===== src/rtl/lts_pkg.sv =====
package lts_pkg;

  typedef enum logic [3:0] {
    M_DETECT = 4'd0,
    M_POLL   = 4'd1,
    M_CONFIG = 4'd2,
    M_L0     = 4'd3,
    M_L0S    = 4'd4,
    M_L1     = 4'd5,
    M_L2     = 4'd6,
    M_RECOV  = 4'd7
  } main_e;

  localparam logic [2:0] S_WAIT = 3'd0;

  // detect substates
  localparam logic [2:0] D_QUIET  = 3'd1;
  localparam logic [2:0] D_GO1    = 3'd2;
  localparam logic [2:0] D_ACT1   = 3'd3;
  localparam logic [2:0] D_WAIT12 = 3'd4;
  localparam logic [2:0] D_GO2    = 3'd5;
  localparam logic [2:0] D_ACT2   = 3'd6;
  localparam logic [2:0] D_EXIT   = 3'd7;

  // polling substates
  localparam logic [2:0] P_ACTIVE = 3'd1;
  localparam logic [2:0] P_COMPL  = 3'd2;
  localparam logic [2:0] P_CONFIG = 3'd3;
  localparam logic [2:0] P_EXIT   = 3'd4;

  // configuration substates
  localparam logic [2:0] C_LW_START = 3'd1;
  localparam logic [2:0] C_LW_ACC   = 3'd2;
  localparam logic [2:0] C_LN_WAIT  = 3'd3;
  localparam logic [2:0] C_LN_ACC   = 3'd4;
  localparam logic [2:0] C_COMPLETE = 3'd5;
  localparam logic [2:0] C_IDLE     = 3'd6;
  localparam logic [2:0] C_EXIT     = 3'd7;

  // normal traffic substates
  localparam logic [2:0] L_ACTIVE = 3'd1;
  localparam logic [2:0] L_EXIT   = 3'd6;

  // recovery substates
  localparam logic [2:0] V_LOCK = 3'd1;
  localparam logic [2:0] V_CFG  = 3'd2;
  localparam logic [2:0] V_IDLE = 3'd3;
  localparam logic [2:0] V_EXIT = 3'd4;

  typedef struct packed {
    logic ts1;
    logic ts2;
    logic idle;
    logic compl;
    logic rxdet;
  } txcmd_t;

  function automatic logic [2:0] exit_code(input main_e m);
    case (m)
      M_DETECT: exit_code = D_EXIT;
      M_POLL:   exit_code = P_EXIT;
      M_CONFIG: exit_code = C_EXIT;
      M_L0:     exit_code = L_EXIT;
      M_RECOV:  exit_code = V_EXIT;
      default:  exit_code = 3'd7;
    endcase
  endfunction

endpackage


===== src/rtl/lts_timer.sv =====
module lts_timer #(
  parameter int TW = 8
) (
  input  logic          clk,
  input  logic          rst_n,
  input  logic          restart,
  output logic [TW-1:0] cnt
);

  localparam logic [TW-1:0] TOP = {TW{1'b1}};

  logic [TW-1:0] cnt_d;

  always_comb begin
    if (restart)          cnt_d = '0;
    else if (cnt != TOP)  cnt_d = cnt + 1'b1;
    else                  cnt_d = cnt;
  end

  always_ff @(posedge clk or negedge rst_n) begin
    if (!rst_n) cnt <= '0;
    else        cnt <= cnt_d;
  end

endmodule


===== src/rtl/lts_evcount.sv =====
module lts_evcount #(
  parameter int TXW    = 4,
  parameter int RXW    = 4,
  parameter int TX_CAP = 8,
  parameter int RX_CAP = 8
) (
  input  logic           clk,
  input  logic           rst_n,
  input  logic           restart,
  input  logic           tx_inc,
  input  logic           rx_inc,
  input  logic           eidle_in,
  output logic [TXW-1:0] tx_cnt,
  output logic [RXW-1:0] rx_cnt,
  output logic           eidle_seen
);

  localparam logic [TXW-1:0] TX_TOP = TXW'(TX_CAP);
  localparam logic [RXW-1:0] RX_TOP = RXW'(RX_CAP);

  logic [TXW-1:0] tx_d;
  logic [RXW-1:0] rx_d;
  logic           seen_d;

  always_comb begin
    tx_d   = tx_cnt;
    rx_d   = rx_cnt;
    seen_d = eidle_seen | eidle_in;
    if (restart) begin
      tx_d   = '0;
      rx_d   = '0;
      seen_d = 1'b0;
    end else begin
      if (tx_inc && tx_cnt != TX_TOP) tx_d = tx_cnt + 1'b1;
      if (rx_inc && rx_cnt != RX_TOP) rx_d = rx_cnt + 1'b1;
    end
  end

  always_ff @(posedge clk or negedge rst_n) begin
    if (!rst_n) begin
      tx_cnt     <= '0;
      rx_cnt     <= '0;
      eidle_seen <= 1'b0;
    end else begin
      tx_cnt     <= tx_d;
      rx_cnt     <= rx_d;
      eidle_seen <= seen_d;
    end
  end


  rx_cap_chk: assert property (@(posedge clk) disable iff (!rst_n)
    rx_cnt <= RX_TOP);


  tx_cap_chk: assert property (@(posedge clk) disable iff (!rst_n)
    tx_cnt <= TX_TOP);

endmodule


===== src/rtl/lts_fsm.sv =====
module lts_fsm
  import lts_pkg::*;
#(
  parameter int TW        = 8,
  parameter int TXW       = 4,
  parameter int RXW       = 4,
  parameter int T_DET     = 4,
  parameter int T_2MS     = 60,
  parameter int T_12MS    = 100,
  parameter int T_24MS    = 200,
  parameter int T_48MS    = 300,
  parameter int TS1_BURST = 32,
  parameter int TX_MIN    = 16,
  parameter int RX_MIN    = 8
) (
  input  logic           clk,
  input  logic           rst_n,
  input  logic           rx_eidle_exit,
  input  logic           det_done,
  input  logic           det_all,
  input  logic           det_some,
  input  logic           rx_ts1,
  input  logic           rx_ts2,
  input  logic           rx_idle,
  input  logic           link_num_ok,
  input  logic           lane_num_ok,
  input  logic           retrain_req,
  input  logic [TW-1:0]  tmr_cnt,
  input  logic [TXW-1:0] tx_cnt,
  input  logic [RXW-1:0] rx_cnt,
  input  logic           eidle_seen,
  output main_e          main_q,
  output logic [2:0]     sub_q,
  output logic           restart,
  output txcmd_t         cmd,
  output logic           rx_inc,
  output logic           link_up
);

  localparam logic [TW-1:0]  LIM_DET = TW'(T_DET - 1);
  localparam logic [TW-1:0]  LIM_2   = TW'(T_2MS - 1);
  localparam logic [TW-1:0]  LIM_12  = TW'(T_12MS - 1);
  localparam logic [TW-1:0]  LIM_24  = TW'(T_24MS - 1);
  localparam logic [TW-1:0]  LIM_48  = TW'(T_48MS - 1);
  localparam logic [TXW-1:0] NB_TS1  = TXW'(TS1_BURST);
  localparam logic [TXW-1:0] NB_TX   = TXW'(TX_MIN);
  localparam logic [RXW-1:0] NB_RX   = RXW'(RX_MIN);

  main_e      main_d, exit_q, exit_d;
  logic [2:0] sub_d;
  logic       hit_det, hit_2, hit_12, hit_24, hit_48;
  logic       burst_ok, short_ok, both_num;

  assign hit_det  = (tmr_cnt == LIM_DET);
  assign hit_2    = (tmr_cnt == LIM_2);
  assign hit_12   = (tmr_cnt == LIM_12);
  assign hit_24   = (tmr_cnt == LIM_24);
  assign hit_48   = (tmr_cnt == LIM_48);
  assign burst_ok = (tx_cnt >= NB_TS1) && (rx_cnt >= NB_RX);
  assign short_ok = (tx_cnt >= NB_TX) && (rx_cnt >= NB_RX);
  assign both_num = link_num_ok && lane_num_ok;

  always_comb begin
    main_d  = main_q;
    sub_d   = sub_q;
    exit_d  = exit_q;
    cmd     = '0;
    rx_inc  = 1'b0;
    link_up = 1'b0;
    if (sub_q != S_WAIT && sub_q == exit_code(main_q)) begin
      main_d = exit_q;
      sub_d  = S_WAIT;
    end else begin
      case (main_q)
        M_DETECT: begin
          case (sub_q)
            S_WAIT:   sub_d = D_QUIET;
            D_QUIET:  if (rx_eidle_exit || hit_12) sub_d = D_GO1;
            D_GO1: begin
              cmd.rxdet = 1'b1;
              if (hit_det) sub_d = D_ACT1;
            end
            D_ACT1: if (det_done) begin
              if (det_all) begin
                sub_d = D_EXIT; exit_d = M_POLL;
              end else if (det_some) sub_d = D_WAIT12;
              else                   sub_d = D_QUIET;
            end
            D_WAIT12: if (hit_12) sub_d = D_GO2;
            D_GO2: begin
              cmd.rxdet = 1'b1;
              if (hit_det) sub_d = D_ACT2;
            end
            D_ACT2: if (det_done) begin
              if (det_all || det_some) begin
                sub_d = D_EXIT; exit_d = M_POLL;
              end else sub_d = D_QUIET;
            end
            default: sub_d = S_WAIT;
          endcase
        end
        M_POLL: begin
          case (sub_q)
            S_WAIT: sub_d = P_ACTIVE;
            P_ACTIVE: begin
              cmd.ts1 = 1'b1;
              rx_inc  = rx_ts1 || rx_ts2;
              if (burst_ok) sub_d = P_CONFIG;
              else if (hit_24) begin
                if (eidle_seen || rx_eidle_exit) begin
                  sub_d = P_EXIT; exit_d = M_DETECT;
                end else sub_d = P_COMPL;
              end
            end
            P_COMPL: begin
              cmd.compl = 1'b1;
              if (rx_eidle_exit) sub_d = P_ACTIVE;
            end
            P_CONFIG: begin
              cmd.ts2 = 1'b1;
              rx_inc  = rx_ts2;
              if (short_ok) begin
                sub_d = P_EXIT; exit_d = M_CONFIG;
              end else if (hit_48) begin
                sub_d = P_EXIT; exit_d = M_DETECT;
              end
            end
            default: begin sub_d = P_EXIT; exit_d = M_DETECT; end
          endcase
        end
        M_CONFIG: begin
          case (sub_q)
            S_WAIT: sub_d = C_LW_START;
            C_LW_START: begin
              cmd.ts1 = 1'b1;
              if (rx_ts1 && link_num_ok) sub_d = C_LW_ACC;
              else if (hit_24) begin sub_d = C_EXIT; exit_d = M_DETECT; end
            end
            C_LW_ACC: begin
              cmd.ts1 = 1'b1;
              if (rx_ts1 && both_num) sub_d = C_LN_WAIT;
              else if (hit_2) begin sub_d = C_EXIT; exit_d = M_DETECT; end
            end
            C_LN_WAIT: begin
              cmd.ts1 = 1'b1;
              if (rx_ts2 && both_num) sub_d = C_LN_ACC;
              else if (hit_2) begin sub_d = C_EXIT; exit_d = M_DETECT; end
            end
            C_LN_ACC: begin
              cmd.ts2 = 1'b1;
              sub_d   = C_COMPLETE;
            end
            C_COMPLETE: begin
              cmd.ts2 = 1'b1;
              rx_inc  = rx_ts2 && both_num;
              if (short_ok) sub_d = C_IDLE;
              else if (hit_2) begin sub_d = C_EXIT; exit_d = M_DETECT; end
            end
            C_IDLE: begin
              cmd.idle = 1'b1;
              rx_inc   = rx_idle;
              if (short_ok) begin sub_d = C_EXIT; exit_d = M_L0; end
              else if (hit_2) begin sub_d = C_EXIT; exit_d = M_DETECT; end
            end
            default: begin sub_d = C_EXIT; exit_d = M_DETECT; end
          endcase
        end
        M_L0: begin
          case (sub_q)
            S_WAIT: sub_d = L_ACTIVE;
            L_ACTIVE: begin
              link_up = 1'b1;
              if (rx_ts1 || rx_ts2 || retrain_req) begin
                sub_d = L_EXIT; exit_d = M_RECOV;
              end
            end
            default: begin sub_d = L_EXIT; exit_d = M_DETECT; end
          endcase
        end
        M_RECOV: begin
          case (sub_q)
            S_WAIT: sub_d = V_LOCK;
            V_LOCK: begin
              cmd.ts1 = 1'b1;
              rx_inc  = rx_ts1 || rx_ts2;
              if (burst_ok) sub_d = V_CFG;
              else if (hit_24) begin sub_d = V_EXIT; exit_d = M_DETECT; end
            end
            V_CFG: begin
              cmd.ts2 = 1'b1;
              rx_inc  = rx_ts2;
              if (short_ok) sub_d = V_IDLE;
              else if (hit_48) begin sub_d = V_EXIT; exit_d = M_DETECT; end
            end
            V_IDLE: begin
              cmd.idle = 1'b1;
              rx_inc   = rx_idle;
              if (short_ok) begin sub_d = V_EXIT; exit_d = M_L0; end
              else if (hit_2) begin sub_d = V_EXIT; exit_d = M_DETECT; end
            end
            default: begin sub_d = V_EXIT; exit_d = M_DETECT; end
          endcase
        end
        default: begin
          main_d = M_DETECT;
          sub_d  = S_WAIT;
        end
      endcase
    end
  end

  assign restart = (main_d != main_q) || (sub_d != sub_q);

  always_ff @(posedge clk or negedge rst_n) begin
    if (!rst_n) begin
      main_q <= M_DETECT;
      sub_q  <= S_WAIT;
      exit_q <= M_DETECT;
    end else begin
      main_q <= main_d;
      sub_q  <= sub_d;
      exit_q <= exit_d;
    end
  end


  wait_one_cycle_chk: assert property (@(posedge clk) disable iff (!rst_n)
    (sub_q == S_WAIT) |=> (sub_q != S_WAIT));


  main_from_exit_chk: assert property (@(posedge clk) disable iff (!rst_n)
    (main_q != $past(main_q)) |->
      ($past(sub_q) == exit_code($past(main_q)) && sub_q == S_WAIT));


  timer_entry_zero_chk: assert property (@(posedge clk) disable iff (!rst_n)
    (main_q != $past(main_q) || sub_q != $past(sub_q)) |-> (tmr_cnt == '0));


  one_cmd_chk: assert property (@(posedge clk) disable iff (!rst_n)
    $onehot0(cmd));


  linkup_entry_chk: assert property (@(posedge clk) disable iff (!rst_n)
    $rose(link_up) |-> ($past(main_q) == M_L0 && $past(sub_q) == S_WAIT));

endmodule


===== src/rtl/link_train_seq.sv =====
module link_train_seq
  import lts_pkg::*;
#(
  parameter int T_DET     = 15,
  parameter int T_2MS     = 250000,
  parameter int T_12MS    = 1500000,
  parameter int T_24MS    = 3000000,
  parameter int T_48MS    = 6000000,
  parameter int TS1_BURST = 1024,
  parameter int TX_MIN    = 16,
  parameter int RX_MIN    = 8
) (
  input  logic       clk,
  input  logic       rst_n,
  input  logic       rx_eidle_exit,
  input  logic       det_done,
  input  logic       det_all,
  input  logic       det_some,
  input  logic       rx_ts1,
  input  logic       rx_ts2,
  input  logic       rx_idle,
  input  logic       link_num_ok,
  input  logic       lane_num_ok,
  input  logic       retrain_req,
  output logic [3:0] ltssm_main,
  output logic [2:0] ltssm_sub,
  output logic       tx_ts1,
  output logic       tx_ts2,
  output logic       tx_idle,
  output logic       tx_compliance,
  output logic       rxdet_start,
  output logic       link_up
);

  localparam int TMAX_A = (T_12MS > T_2MS) ? T_12MS : T_2MS;
  localparam int TMAX_B = (T_48MS > T_24MS) ? T_48MS : T_24MS;
  localparam int TMAX_C = (TMAX_A > TMAX_B) ? TMAX_A : TMAX_B;
  localparam int TMAX   = (TMAX_C > T_DET) ? TMAX_C : T_DET;
  localparam int TW     = $clog2(TMAX + 1);
  localparam int TX_CAP = (TS1_BURST > TX_MIN) ? TS1_BURST : TX_MIN;
  localparam int TXW    = $clog2(TX_CAP + 1);
  localparam int RXW    = $clog2(RX_MIN + 1);

  logic [1:0]     rst_sync;
  logic           rst_core_n;
  logic [TW-1:0]  tmr_cnt;
  logic [TXW-1:0] tx_cnt;
  logic [RXW-1:0] rx_cnt;
  logic           eidle_seen, restart, rx_inc;
  main_e          main_q;
  logic [2:0]     sub_q;
  txcmd_t         cmd;

  always_ff @(posedge clk or negedge rst_n) begin
    if (!rst_n) rst_sync <= 2'b00;
    else        rst_sync <= {rst_sync[0], 1'b1};
  end
  assign rst_core_n = rst_sync[1];

  lts_timer #(.TW(TW)) u_timer (
    .clk     (clk),
    .rst_n   (rst_core_n),
    .restart (restart),
    .cnt     (tmr_cnt)
  );

  lts_evcount #(
    .TXW(TXW), .RXW(RXW), .TX_CAP(TX_CAP), .RX_CAP(RX_MIN)
  ) u_count (
    .clk        (clk),
    .rst_n      (rst_core_n),
    .restart    (restart),
    .tx_inc     (cmd.ts1 | cmd.ts2 | cmd.idle),
    .rx_inc     (rx_inc),
    .eidle_in   (rx_eidle_exit),
    .tx_cnt     (tx_cnt),
    .rx_cnt     (rx_cnt),
    .eidle_seen (eidle_seen)
  );

  lts_fsm #(
    .TW(TW), .TXW(TXW), .RXW(RXW), .T_DET(T_DET), .T_2MS(T_2MS),
    .T_12MS(T_12MS), .T_24MS(T_24MS), .T_48MS(T_48MS),
    .TS1_BURST(TS1_BURST), .TX_MIN(TX_MIN), .RX_MIN(RX_MIN)
  ) u_fsm (
    .clk           (clk),
    .rst_n         (rst_core_n),
    .rx_eidle_exit (rx_eidle_exit),
    .det_done      (det_done),
    .det_all       (det_all),
    .det_some      (det_some),
    .rx_ts1        (rx_ts1),
    .rx_ts2        (rx_ts2),
    .rx_idle       (rx_idle),
    .link_num_ok   (link_num_ok),
    .lane_num_ok   (lane_num_ok),
    .retrain_req   (retrain_req),
    .tmr_cnt       (tmr_cnt),
    .tx_cnt        (tx_cnt),
    .rx_cnt        (rx_cnt),
    .eidle_seen    (eidle_seen),
    .main_q        (main_q),
    .sub_q         (sub_q),
    .restart       (restart),
    .cmd           (cmd),
    .rx_inc        (rx_inc),
    .link_up       (link_up)
  );

  assign ltssm_main    = main_q;
  assign ltssm_sub     = sub_q;
  assign tx_ts1        = cmd.ts1;
  assign tx_ts2        = cmd.ts2;
  assign tx_idle       = cmd.idle;
  assign tx_compliance = cmd.compl;
  assign rxdet_start   = cmd.rxdet;

endmodule


===== config.mk =====
export PLATFORM = sky130hd
export DESIGN_NAME = link_train_seq
export DESIGN_NICKNAME = d
export VERILOG_FILES = /design/src/rtl/lts_pkg.sv /design/src/rtl/lts_timer.sv /design/src/rtl/lts_evcount.sv /design/src/rtl/lts_fsm.sv /design/src/rtl/link_train_seq.sv
export SDC_FILE = /design/constraint.sdc
export NUM_CORES = 1
export LEC_CHECK = 0
export BUFFER_PORTS_ARGS = -buffer_cell sky130_fd_sc_hd__buf_4
export CORE_MARGIN = 10
export CORE_UTILIZATION = 35
export CTS_CLUSTER_SIZE = 10
export DETAILED_ROUTE_END_ITERATION = 7
export PLACE_DENSITY_LB_ADDON = 0.15
export SETUP_SLACK_MARGIN = 0.3
export SYNTH_ARGS = -nofsm -noshare
export SYNTH_HDL_FRONTEND = slang
export SYNTH_HIERARCHICAL = 1
export SYNTH_SLANG_ARGS = --single-unit

===== constraint.sdc =====
create_clock -name clk -period 2.5 [get_ports clk]
set_clock_uncertainty 0.1 [all_clocks]
set_input_delay 0.5 -clock clk [delete_from_list [all_inputs] [get_ports clk]]
set_output_delay 0.5 -clock clk [all_outputs]
set_load 0.03 [all_outputs]

# == Word level (Yosys, flattened, before mapping) ==
# Index checks and enable logic that the tools add are counted.
# classes
n_addsub,3
n_mul,0
div,0
n_lt_le_gt_ge,3
n_eq_ne,40
n_shift,0
muxes,89
n_bitwise,4
reduce_logical,30
# op_table
op,n
two-way mux 4 bit,23
two-way mux 3 bit,29
two-way mux 23 bit,2
one-hot mux 3 bit (7 select lines),2
!= test 3 bit (second input constant),10
one-hot mux 3 bit (4 select lines),2
one-hot mux 4 bit (6 select lines),1
adder 23 x 1 -> 23 bit (second input constant),1
equality test 23 x 18 -> 1 bit (second input constant),1
equality test 23 x 21 -> 1 bit (second input constant),1
equality test 23 x 22 -> 1 bit (second input constant),1
equality test 23 bit (second input constant),1
equality test 23 x 4 -> 1 bit (second input constant),1
!= test 23 bit (second input constant),1
two-way mux 11 bit,2
AND reduction 21 bit,1
one-hot mux 4 bit (5 select lines),1
one-hot mux 4 bit (2 select lines),2
one-hot mux 4 bit (4 select lines),1
one-hot mux 3 bit (5 select lines),1
two-way mux 1 bit,13
!= test 3 x 2 -> 1 bit (second input constant),4
one-hot mux 4 bit (3 select lines),1
adder 11 x 1 -> 11 bit (second input constant),1
35 further kinds,66
# word_totals
ff_bits,52
latch_bits,0
mem_bits_rw,0
romBits,0
out_inout_bits,13
wordCells,177
n_memories,0

# == Logic depth before layout (Yosys ltp) ==
# Gate-level depths: netlist (run 1).
# logic_depth
word_depth,11
mapped_depth,14
depth_no_buf,11

# == Cells and area by module ==
# The synthesis (run 1) kept the hierarchy.
# modules_own_cells
module,n_inst,cells_each,area_each_um2
lts_fsm,1,262,1805.5
lts_timer,1,149,1465.2
lts_evcount,1,100,940.9
link_train_seq,1,4,60.1

# == Worst setup path before layout (run 1) ==
# OpenSTA, ideal clock, no wires.
# synth_timing
kind,flip-flop to flip-flop
from,register u_fsm.main_q[1]
to,register u_count.tx_cnt[2]
setup_time_ps,64
t_arrival_ps,3462
required_ps,2336
setup_slack_ps,-1126
stages_incl_launch_ff,13
path_buffers,2
path_cell_list,dfrtp_1 buf_2 buf_2 nand4b_1 nor2_1 or4b_2 o2111ai_1 nor3_1 xnor2_1 o2111ai_1 or4bb_2 a21oi_1 or3_1
# synth_between
word_cells_on_any_way,25
cone_classes,eq/ne: 7; mux: 9; bitwise: 2; reduce/logical: 7
# synth_rtl
item,line,source
start: declaration,lts_fsm.sv:32,"output main_e main_q,"
start signal: assignment,lts_fsm.sv:220,main_q <= main_d;
equality test 4 x 1 -> 1 bit or equality test 4 x 3 -> 1 bit (tied branches),"lts_pkg.sv:59, lts_fsm.sv:74",
OR reduction 2 bit (no line),-,
one-hot mux 2 bit (2 select lines),lts_pkg.sv:59,case (m)
equality test 3 bit,lts_fsm.sv:70,if (sub_q != S_WAIT && sub_q == exit_code(main_q)) begin
logical AND 1 bit,lts_fsm.sv:70,
two-way mux 4 bit or two-way mux 3 bit (tied branches),lts_fsm.sv:70,
!= test 4 bit or != test 3 bit (tied branches),lts_fsm.sv:212,assign restart = (main_d != main_q) || (sub_d != sub_q);
logical OR 1 bit *,lts_fsm.sv:212,
named net restart,link_train_seq.sv:49,"logic eidle_seen, restart, rx_inc;"
two-way mux 11 bit or nonzero test 2 bit (tied branches),-,
end signal: assignment,lts_evcount.sv:45,tx_cnt <= tx_d;
end: declaration,lts_evcount.sv:13,"output logic [TXW-1:0] tx_cnt,"
# The timed path passes the listed nets; every way through them passes the cells marked *.
# A chain may end at the register's enable or synchronous reset.

# == Worst setup path after layout (run 1) ==
# layout_timing
from,register u_timer.cnt[6]
to,register u_count.tx_cnt[2]
# layout_between
elab_chain_cells,9
word_cells_on_any_way,36
cone_classes,eq/ne: 6; mux: 27; reduce/logical: 3
# layout_rtl
item,line,source
start: declaration,lts_timer.sv:7,output logic [TW-1:0] cnt
start signal: assignment,lts_timer.sv:22,else cnt <= cnt_d;
equality test 23 x 18 -> 1 bit (tied with other cells),lts_fsm.sv:55,assign hit_2 = (tmr_cnt == LIM_2);
two-way mux 3 bit (tied with other cells),-,
two-way mux 3 bit (tied with other cells),lts_fsm.sv:162,if (short_ok) begin sub_d = C_EXIT; exit_d = M_L0; end
one-hot mux 3 bit (7 select lines) (tied with other cells),lts_fsm.sv:132,case (sub_q)
one-hot mux 3 bit (5 select lines) *,lts_fsm.sv:74,case (main_q)
two-way mux 3 bit *,lts_fsm.sv:70,
!= test 3 bit *,lts_fsm.sv:212,
logical OR 1 bit *,lts_fsm.sv:212,
named net restart,link_train_seq.sv:49,
two-way mux 11 bit or nonzero test 2 bit (tied branches),-,
# Marked as above.

==> flow_summary.ini, run 1 <==
[sta]
finalWorstSetupSlack_ps = -821
finalSetupViolCount = 47
period_needed_ps = 3320
grt_setup_unrepaired = yes
worst_tran_pin_value_ps = 768
final_total_negative_setup_slack_ps = -29800
worst_slew_margin_rel_pct = 48.3
final_min_period_over_clock_period_pct = 133
maximum_frequency_from_static_timing_analysis_ghz = 0.301
report.final.hold_viol_count = 0
number_of_pins_exceeding_their_max_slew_limit_in_the_final_report = 0

[cells_and_area]
num-fill-cells = 1101
fin_nets = 704
mostFrequentLayoutCell = sky130_fd_sc_hd__buf_4
layoutNonFillerInstCount = 835
drive_above_1_share_pct = 42.6
number_of_diodes = 0
area_growth_pct = 49.4
final_cell_mix = sky130_fd_sc_hd__buf_4, sky130_fd_sc_hd__dfrtp_1, sky130_fd_sc_hd__nor2_1, sky130_fd_sc_hd__nand2_1, sky130_fd_sc_hd__a21oi_1

[yosys]
synth.distinct_cells = 82
synthFlopType = sky130_fd_sc_hd__dfrtp_1
post_synth_instance_area_um2 = 4270
synthCells = 515
count_of_synthesis_stage_warnings_from_yosys = 6
synth_edf_count = 0
async_flop_share_pct = 100
syn_area_per_cell_um2 = 8.29
ys_seq_area_share_pct = 30.5
ys_seq_elements = 52
postSynthNetCount = 532

[clock_tree]
clk_root_buffer_cell = sky130_fd_sc_hd__clkbuf_16
clock_tree_from_tritoncts = built
clock_tree.buffer_depth = 2
cts_inserted_buffers = 5
cts.htree.levels = 2
clock_latency_ps = 300
clock_sinks = 52
worst_setup_hold_path_clk_slew_ps = 70

[setup_path]
worstPathArrival_ps = 3460
setup_crit_start = u_timer/cnt[6]
worstSetupPathType = reg2reg
worst-endpoint-required_ps = 2640
startpoint_type_of_the_worst_setup_path = register
largest_fanout_on_the_critical_path = 4
critPathCaptureType = register
reg2reg_from = u_timer/cnt[6]

[routing]
met3_length_um = 917
drt-total-wl_um = 15300
post_drt_wl_per_cell_um = 18.3
detail_route.iter0.violations = 422
drt-pass1-iter-count = 6
drt-met1-wl_um = 6790
num_vias = 4898
viasPerCell = 5.87
routed-wl-met2_um = 7060
remaining_design_rule_violation_count = 0
drt.antenna.violating_nets = 0
topRoutingLayerUsed = met4

[placement]
dp_slack_ps = -849
post-place-cells = 799
place.gp.congestion = 0.958
detailedPlacementHpwl_um = 11300
portBuffers = 24

[power_and_ir_drop]
vdd_drop_max_mv = 0.394
report.power.total_w = 0.00542
cellPowerDensity_nw_per_um2 = 850
p_leak_nw = 2.73

[global_route]
grt_remaining_overflow = 0
antenna_violations_before_repair = 0
grt_first_pass_wirelength_um = 24400
grt_start_max_net_pins = 29
grt_use_total_pct = 17.7
first_global_vias = 4692

[floorplanning]
die_area_um2 = 17000
row_count = 40
dieWidth_um = 130
fp.dieH_um = 130
boundaryPins = 25
floorplan.initialDensity_pct = 35.7
placeableCoreArea_um2 = 12000

[worst_hold_path]
hold_path_class = reg2async

[status]
outcome = finished with violations
violated_checks = setup timing

[run]
maxCapViolCount = 0
per-stage QoR:
stage          cell area (um2)  hold WS, ps  utilization (%)
2_1_floorplan             4380          104                -
3_3_place_gp              5660          183             47.4
4_1_cts                   6210          232             51.9
5_1_grt                   6380          265             53.3
6_report                  6380          199             53.3
3_5_place_dp              5660          183             47.4
path summary, 6_finish.rpt:
path                                     end  slack, ps  cells past startpoint
hold / removal                u_timer/cnt[4]        200                      0
setup / recovery           u_count/tx_cnt[2]       -820                     11
min in group clk                 rst_sync[1]        260                      0
max in group asynchronous    u_fsm/main_q[1]       1370                      1
setup reg to reg           u_count/tx_cnt[2]       -820                     11
hold reg to reg               u_timer/cnt[4]        200                      0
flip-flops by register name (all words and copies together), names as in the netlist:
register / count
rst_sync: 2
u_fsm/exit_q: 4
u_count/eidle_seen: 1
u_fsm/main_q: 4
u_count/tx_cnt: 11
u_count/rx_cnt: 4
u_timer/cnt: 23
u_fsm/sub_q: 3
cells in the mapped netlist, types with 4 or more instances:
| library cell | count | area (um2) |
|---|---|---|
| sky130_fd_sc_hd__o32ai_1 | 5 | 43.8 |
| sky130_fd_sc_hd__o2111ai_1 | 6 | 52.6 |
| sky130_fd_sc_hd__mux2_2 | 7 | 78.8 |
| sky130_fd_sc_hd__nor4_1 | 9 | 56.3 |
| sky130_fd_sc_hd__or3_1 | 5 | 31.3 |
| sky130_fd_sc_hd__o21ai_0 | 26 | 130 |
| sky130_fd_sc_hd__nand2_1 | 34 | 128 |
| sky130_fd_sc_hd__nor3_1 | 12 | 60.1 |
| sky130_fd_sc_hd__and3_1 | 8 | 50.1 |
| sky130_fd_sc_hd__o31ai_1 | 7 | 52.6 |
| sky130_fd_sc_hd__nand3_1 | 25 | 125 |
| sky130_fd_sc_hd__nor3b_1 | 4 | 30.0 |
| sky130_fd_sc_hd__nor4b_1 | 5 | 43.8 |
| sky130_fd_sc_hd__a31oi_1 | 6 | 37.5 |
| sky130_fd_sc_hd__nand4_1 | 10 | 62.6 |
| sky130_fd_sc_hd__a211oi_1 | 8 | 60.1 |
| sky130_fd_sc_hd__and4_1 | 7 | 61.3 |
| sky130_fd_sc_hd__a32oi_1 | 4 | 35.0 |
| sky130_fd_sc_hd__xor2_1 | 4 | 35.0 |
| sky130_fd_sc_hd__o211ai_1 | 6 | 45.0 |
| sky130_fd_sc_hd__buf_2 | 5 | 25.0 |
| sky130_fd_sc_hd__ha_1 | 5 | 62.6 |
| sky130_fd_sc_hd__nor2b_1 | 24 | 150 |
| sky130_fd_sc_hd__or4_1 | 12 | 90.1 |
| sky130_fd_sc_hd__inv_1 | 17 | 63.8 |
| sky130_fd_sc_hd__nor2_1 | 46 | 173 |
| sky130_fd_sc_hd__a21oi_1 | 35 | 175 |
| sky130_fd_sc_hd__a22oi_1 | 5 | 37.5 |
| sky130_fd_sc_hd__clkbuf_1 | 17 | 63.8 |
| sky130_fd_sc_hd__nand2b_1 | 8 | 50.1 |
| sky130_fd_sc_hd__dfrtp_1 | 52 | 1300 |
| sky130_fd_sc_hd__nand3b_1 | 6 | 45.0 |
kinds of logic after synthesis:
| logic type | count (synthesis) | share of synthesized area (%) |
|---|---|---|
| buffers and inverters | 46 | 4.80 |
| AOI/OAI and AO/OA | 144 | 23.1 |
| xor gates and xnor gates | 7 | 1.44 |
| adders and majority gates | 5 | 1.46 |
| muxes | 11 | 3.16 |
| other | 1 | 0.0878 |
| DFF | 52 | 30.5 |
| and+or+nand+nor | 249 | 35.5 |
final cells by class:
| type | count | area [um2] | area share [%] |
|---|---|---|---|
| multi-input cells | 417 | 3030 | 47.5 |
| repair buffers | 194 | 1600 | 25.1 |
| inverters | 17 | 66.3 | 1.04 |
| well taps | 147 | 184 | 2.88 |
| clock inverters | 2 | 60.1 | 0.941 |
| flip-flops and latches | 52 | 1310 | 20.5 |
| clock buffers | 6 | 129 | 2.02 |
critical path, stage by stage (launching register included):
cell,delay [ps]
sky130_fd_sc_hd__dfrtp_1,380
sky130_fd_sc_hd__or3_4,390
sky130_fd_sc_hd__or4_4,530
sky130_fd_sc_hd__nor2_4,130
sky130_fd_sc_hd__a31oi_1,110
sky130_fd_sc_hd__a311oi_2,270
sky130_fd_sc_hd__o31ai_2,140
sky130_fd_sc_hd__xnor2_1,250
sky130_fd_sc_hd__o2111ai_4,180
sky130_fd_sc_hd__or4bb_4,550
sky130_fd_sc_hd__a21oi_2,110
sky130_fd_sc_hd__or3_1,120
power by group:
part           switching, W  internal, W
combinational       0.00179      0.00176
sequential        0.0000715     0.000909
clock              0.000318     0.000575
per-layer routing:
metal | vias up | GRT usage [%]
li1 | 2315 | -
met1 | 2363 | 23.5
met2 | 182 | 28.1
met3 | 38 | 2.70
met4 | 0 | 7.19
met5 | - | 0
timing repair:
item	in CTS	in global routing
buffers inserted	18	8
gates cloned	1	0
hold buffers	1	0
pin swaps	8	13
setup endpoints to repair	52	52
resized for setup	52	24
endpoints found under the hold margin	2	0
No activity file was read; power rests on OpenSTA's default activity.
==> run 2: changes to the inputs <==
--- a/config.mk
+++ b/config.mk
@@ -10,7 +10,7 @@
 export CORE_UTILIZATION = 35
 export CTS_CLUSTER_SIZE = 10
 export DETAILED_ROUTE_END_ITERATION = 7
-export PLACE_DENSITY_LB_ADDON = 0.15
+export PLACE_DENSITY = 0.55
 export SETUP_SLACK_MARGIN = 0.3
 export SYNTH_ARGS = -nofsm -noshare
 export SYNTH_HDL_FRONTEND = slang
==> flow_summary.ini, run 2 (same netlist as run 1, synthesis figures left out) <==
[global_route]
grt_first_pass_wirelength_um = 25900
grt_use_total_pct = 18.9
antenna_violations_before_repair = 0
first_global_vias = 4976
grt_start_max_net_pins = 23
grt_remaining_overflow = 0

[clock_tree]
clock_latency_ps = 290
clock_tree.buffer_depth = 2
clock_sinks = 52
clk_root_buffer_cell = sky130_fd_sc_hd__clkbuf_16
cts.htree.levels = 2
clock_tree_from_tritoncts = built
worst_setup_hold_path_clk_slew_ps = 70
cts_inserted_buffers = 5

[floorplanning]
die_area_um2 = 17000
placeableCoreArea_um2 = 12000
dieWidth_um = 130
row_count = 40
boundaryPins = 25
fp.dieH_um = 130
floorplan.initialDensity_pct = 35.7

[power_and_ir_drop]
clock_power_share_pct = 12.5
combinationalPowerShare_pct = 72.1
vdd_drop_max_mv = 0.472
power.net_switching_w = 0.00256
seqPwrFrac_pct = 15.4
p_leak_nw = 2.84
cellPowerDensity_nw_per_um2 = 946
swShare_pct = 40.5
internal_power_contribution_w = 0.00377

[status]
violated_checks = setup timing
outcome = finished with violations

[cells_and_area]
mostFrequentLayoutCell = sky130_fd_sc_hd__buf_4
most_flop_heavy_register = u_timer/cnt
num-fill-cells = 1095
number_of_flip_flops_under_the_largest_register_name = 23
final_cell_mix = sky130_fd_sc_hd__buf_4, sky130_fd_sc_hd__dfrtp_1, sky130_fd_sc_hd__nor2_1, sky130_fd_sc_hd__buf_6, sky130_fd_sc_hd__nand2_1
fin_nets = 719
layoutNonFillerInstCount = 850
largest_registers = u_timer/cnt x23, u_count/tx_cnt x11
number_of_diodes = 0
area_growth_pct = 56.7
drive_above_1_share_pct = 45.8

[sta]
worst_slew_margin_rel_pct = 43.6
number_of_pins_exceeding_their_max_slew_limit_in_the_final_report = 0
final_total_negative_setup_slack_ps = -29130
finalSetupViolCount = 48
worst_tran_pin_value_ps = 838
grt_setup_unrepaired = yes
finalWorstSetupSlack_ps = -810
maximum_frequency_from_static_timing_analysis_ghz = 0.302
fin_hold_ws_ps = 151
period_needed_ps = 3310
final_min_period_over_clock_period_pct = 132
report.final.hold_viol_count = 0

[setup_path]
r2r_cells = 16
r2r_setup_slack_ps = -810
worstPathArrival_ps = 3390
crit_path_top_delay_cell = sky130_fd_sc_hd__or4_4
worst-endpoint-required_ps = 2580
critical_path.cell_chain = or3_4, or4_4, nor2_4, buf_4, buf_6, buf_6, a31oi_1, o21a_1, o21ai_2, a21oi_2, o2111ai_4, buf_6, buf_12, buf_6, nor2_1, mux2_1
critPathTopFamily = simple AND/OR/NAND/NOR gates
crit_path_frequent_cell = sky130_fd_sc_hd__buf_6
rr_endpoint = u_timer/cnt[9]
critPathCaptureType = register
worstSetupPathType = reg2reg
setup_crit_start = u_timer/cnt[6]
cp.buffers_inverters = 6
reg2reg_from = u_timer/cnt[6]
startpoint_type_of_the_worst_setup_path = register
critical_path.max_stage_delay_ps = 530
largest_fanout_on_the_critical_path = 8

[placement]
portBuffers = 24
dp_slack_ps = -814
detailedPlacementHpwl_um = 11600
post-place-cells = 806
place.gp.congestion = 0.935

[routing]
detail_route.iter0.violations = 408
drt-total-wl_um = 16200
post_drt_wl_per_cell_um = 19.1
viasPerCell = 5.98
num_vias = 5084
drt-pass1-iter-count = 5
remaining_design_rule_violation_count = 0
drt.antenna.violating_nets = 0

[run]
maxCapViolCount = 0

[worst_hold_path]
hold_path_class = reg2async
## run 2: cell count changes in the layout (fill, tap and decap cells not counted), sizes merged
cell	previous run	this run
clkinv	0	1
clkdlybuf4s18	0	1
bufbuf	1	0
bufinv	2	1
buf	192	207
## run 2: power groups by stage
stage / clock (W) / sequential [W] / combinational (W)
after floorplan: 0 / 0.00104 / 0.00143
after global placement: 0 / 0.00100 / 0.00275
after detailed placement: 0 / 0.00100 / 0.00278
after CTS: 0.000818 / 0.000973 / 0.00426
after global routing: 0.000845 / 0.000984 / 0.00480
final: 0.000793 / 0.000973 / 0.00456
## run 2: through the flow
| stage | power, W | instance area, um2 | utilization [%] |
|---|---|---|---|
| 2_1_floorplan | 0.00247 | 4380 | - |
| 3_3_place_gp | 0.00376 | 5730 | 47.9 |
| 3_5_place_dp | 0.00378 | 5730 | 47.9 |
| 4_1_cts | 0.00605 | 6520 | 54.5 |
| 5_1_grt | 0.00663 | 6690 | 56.0 |
| 6_report | 0.00633 | 6690 | 56.0 |
## run 2: layout make-up
class | instances | area, um2 | share of cell area (%)
multi-input cells | 417 | 3130 | 46.7
repair buffers | 209 | 1840 | 27.5
flip-flops and latches | 52 | 1310 | 19.6
well taps | 147 | 184 | 2.75
clock buffers | 6 | 129 | 1.93
inverters | 17 | 66.3 | 0.991
clock inverters | 2 | 35.0 | 0.523
## run 2: how the worst max path moves through the flow
stage                                    to  depth (start not counted)
after floorplan           u_count/tx_cnt[2]                         13
after global placement    u_count/tx_cnt[2]                         11
after detailed placement    u_timer/cnt[20]                         13
after CTS                 u_count/tx_cnt[2]                         11
after global routing         u_timer/cnt[2]                         15
final                        u_timer/cnt[9]                         16
## run 2: routing by layer
| metal | global-route usage [%] | vias to the layer above | share of wire [%] | routed length (um) |
|---|---|---|---|---|
| li1 | - | 2344 | - | - |
| met2 | 32.1 | 213 | 48 | 7800 |
| met4 | 6.15 | 0 | 2.4 | 388 |
| met1 | 23.9 | 2497 | 43 | 6950 |
| met5 | 0 | - | 0 | 0 |
| met3 | 3.02 | 30 | 6.8 | 1110 |
## run 2: worst reg2reg max path, cell delays in order, from the launching register on
cell                        delay [ps]
sky130_fd_sc_hd__dfrtp_1           380
sky130_fd_sc_hd__or3_4             380
sky130_fd_sc_hd__or4_4             530
sky130_fd_sc_hd__nor2_4            120
sky130_fd_sc_hd__buf_4             130
sky130_fd_sc_hd__buf_6              80
sky130_fd_sc_hd__buf_6              80
sky130_fd_sc_hd__a31oi_1            70
sky130_fd_sc_hd__o21a_1            130
sky130_fd_sc_hd__o21ai_2           140
sky130_fd_sc_hd__a21oi_2            80
sky130_fd_sc_hd__o2111ai_4         230
sky130_fd_sc_hd__buf_6             150
sky130_fd_sc_hd__buf_12            140
sky130_fd_sc_hd__buf_6             110
sky130_fd_sc_hd__nor2_1             30
sky130_fd_sc_hd__mux2_1            300
## run 2: what timing repair did
item | CTS | global route
buffers inserted | 22 | 10
endpoints found under the hold margin | 2 | 0
gates resized for setup | 93 | 18
hold buffers | 1 | 0
cloned | 3 | 0
pin swaps | 13 | 4
endpoints found under the setup margin | 52 | 52
==> run 3: changes to the inputs <==
--- a/config.mk
+++ b/config.mk
@@ -10,7 +10,6 @@
 export CORE_UTILIZATION = 35
 export CTS_CLUSTER_SIZE = 10
 export DETAILED_ROUTE_END_ITERATION = 7
-export PLACE_DENSITY = 0.55
 export SETUP_SLACK_MARGIN = 0.3
 export SYNTH_ARGS = -nofsm -noshare
 export SYNTH_HDL_FRONTEND = slang
==> flow_summary.ini, run 3 (same netlist as run 1, synthesis figures left out) <==
[floorplanning]
boundaryPins = 25
placeableCoreArea_um2 = 12000
fp.dieH_um = 130
die_area_um2 = 17000
dieWidth_um = 130
floorplan.initialDensity_pct = 35.7
row_count = 40

[sta]
report.final.hold_viol_count = 0
finalWorstSetupSlack_ps = -882
fin_hold_ws_ps = 127
period_needed_ps = 3380
grt_setup_unrepaired = yes
finalSetupViolCount = 47
worst_tran_pin_value_ps = 696
number_of_pins_exceeding_their_max_slew_limit_in_the_final_report = 0
final_min_period_over_clock_period_pct = 135
worst_slew_margin_rel_pct = 53.2
maximum_frequency_from_static_timing_analysis_ghz = 0.296

[cells_and_area]
final_cell_mix = sky130_fd_sc_hd__buf_4, sky130_fd_sc_hd__dfrtp_1, sky130_fd_sc_hd__buf_6, sky130_fd_sc_hd__nand2_1, sky130_fd_sc_hd__nor2_1
final_util_pct = 56.7
num-fill-cells = 1056
fin_nets = 723
area_growth_pct = 58.8
layoutNonFillerInstCount = 854
most_flop_heavy_register = u_timer/cnt
largest_registers = u_timer/cnt x23, u_count/tx_cnt x11
number_of_diodes = 0
number_of_flip_flops_under_the_largest_register_name = 23
mostFrequentLayoutCell = sky130_fd_sc_hd__buf_4
drive_above_1_share_pct = 48.7

[setup_path]
r2r_setup_slack_ps = -880
worst-endpoint-required_ps = 2640
critPathCaptureType = register
cp.buffers_inverters = 0
largest_fanout_on_the_critical_path = 4
timing.critical_path.depth = 11
startpoint_type_of_the_worst_setup_path = register
rr_endpoint = u_count/tx_cnt[2]
worstSetupPathType = reg2reg
setup_crit_start = u_timer/cnt[6]
reg2reg_from = u_timer/cnt[6]
worstPathArrival_ps = 3520
crit_path_top_delay_cell = sky130_fd_sc_hd__or4bb_4
critPathTopFamily = simple AND/OR/NAND/NOR gates
crit_path_to = u_count/tx_cnt[2]
critical_path.cell_chain = or3_4, or4_4, nor2_4, a31oi_1, a311oi_2, o31ai_4, xnor2_2, o2111ai_4, or4bb_4, nor2_1, or3_1
r2r_cells = 11
critical_path.max_stage_delay_ps = 570

[power_and_ir_drop]
p_leak_nw = 2.87
vdd_drop_max_mv = 0.485
cellPowerDensity_nw_per_um2 = 903

[worst_hold_path]
hold_path_class = reg2async

[routing]
drt.antenna.violating_nets = 0
drt-pass1-iter-count = 5
viasPerCell = 5.89
remaining_design_rule_violation_count = 0
post_drt_wl_per_cell_um = 18.9
drt-total-wl_um = 16100
routed-wl-met2_um = 8050
topRoutingLayerUsed = met4
detail_route.iter0.violations = 477
num_vias = 5033
met3_length_um = 819
drt-met1-wl_um = 6990

[placement]
dp_slack_ps = -857
portBuffers = 24
detailedPlacementHpwl_um = 11700
post-place-cells = 814
place.gp.congestion = 0.941

[clock_tree]
clock_tree.buffer_depth = 2
worst_setup_hold_path_clk_slew_ps = 70
clock_tree_from_tritoncts = built
cts_inserted_buffers = 5
clk_root_buffer_cell = sky130_fd_sc_hd__clkbuf_16
clock_sinks = 52
cts.htree.levels = 2
clock_latency_ps = 300

[global_route]
grt_remaining_overflow = 0
grt_start_max_net_pins = 32
grt_first_pass_wirelength_um = 25700
grt_use_total_pct = 18.6
antenna_violations_before_repair = 0
first_global_vias = 4915

[status]
violated_checks = setup timing
outcome = finished with violations

[run]
maxCapViolCount = 0
-- run 3: cell count changes in the layout (fill, tap and decap cells not counted), sizes merged --
cell,delta
buf,+3
clkinvlp,+1
clkdlybuf4s18,-1
clkbuf,+1
-- run 3: worst min path at each step --
stage                            from                 to  slack [ps]  cells after the start
after floorplan                 rst_n        rst_sync[0]         100                      0
after global placement    rst_sync[1]  u_count/tx_cnt[5]         130                      0
after detailed placement  rst_sync[1]  u_count/tx_cnt[5]         140                      0
after CTS                 rst_sync[1]  u_count/tx_cnt[5]         150                      0
after global routing      rst_sync[1]  u_count/tx_cnt[4]         170                      0
final                     rst_sync[1]  u_count/tx_cnt[5]         130                      0
-- run 3: per-stage QoR --
| step | total power, W | TNS [ps] | area (um2) |
|---|---|---|---|
| after global placement | 0.00383 | -26590 | 5810 |
| after global routing | 0.00644 | -34430 | 6780 |
| after detailed placement | 0.00388 | -27970 | 5810 |
| after floorplan | 0.00247 | -19520 | 4380 |
| final | 0.00612 | -29540 | 6780 |
| after CTS | 0.00532 | -25970 | 6410 |
-- run 3: area by class of cell --
cell class                 count  area [um2]  share of cell area, %
tap                          147         184                   2.71
multi-input combinational    417        3190                   47.0
sequential                    52        1310                   19.3
clock buffer                   5         125                   1.84
clock inverter                 3        42.5                  0.627
inverter                      17        66.3                  0.977
timing repair buffer         213        1870                   27.5
-- run 3: per-layer routing --
layer  global-route usage (%)  vias to the layer above
met5                        0                        -
li1                         -                     2360
met4                     5.30                        0
met2                     32.0                      192
met1                     24.1                     2460
met3                     2.01                       21
-- run 3: power by group --
| group | internal [W] | switching (W) | leakage, nW |
|---|---|---|---|
| registers | 0.000908 | 0.0000822 | 0.703 |
| logic | 0.00224 | 0.00210 | 2.08 |
| clock network | 0.000471 | 0.000321 | 0.0798 |
| total | 0.00362 | 0.00250 | 2.87 |
-- run 3: timing repair --
| action | 4_1_cts | 5_1_grt |
|---|---|---|
| gates resized for setup | 86 | 43 |
| buffers inserted | 12 | 17 |
| hold endpoints to repair | 2 | 0 |
| endpoints found under the setup margin | 52 | 52 |
| pin swaps | 8 | 11 |
| hold buffers | 1 | 0 |
| gates cloned | 0 | 2 |
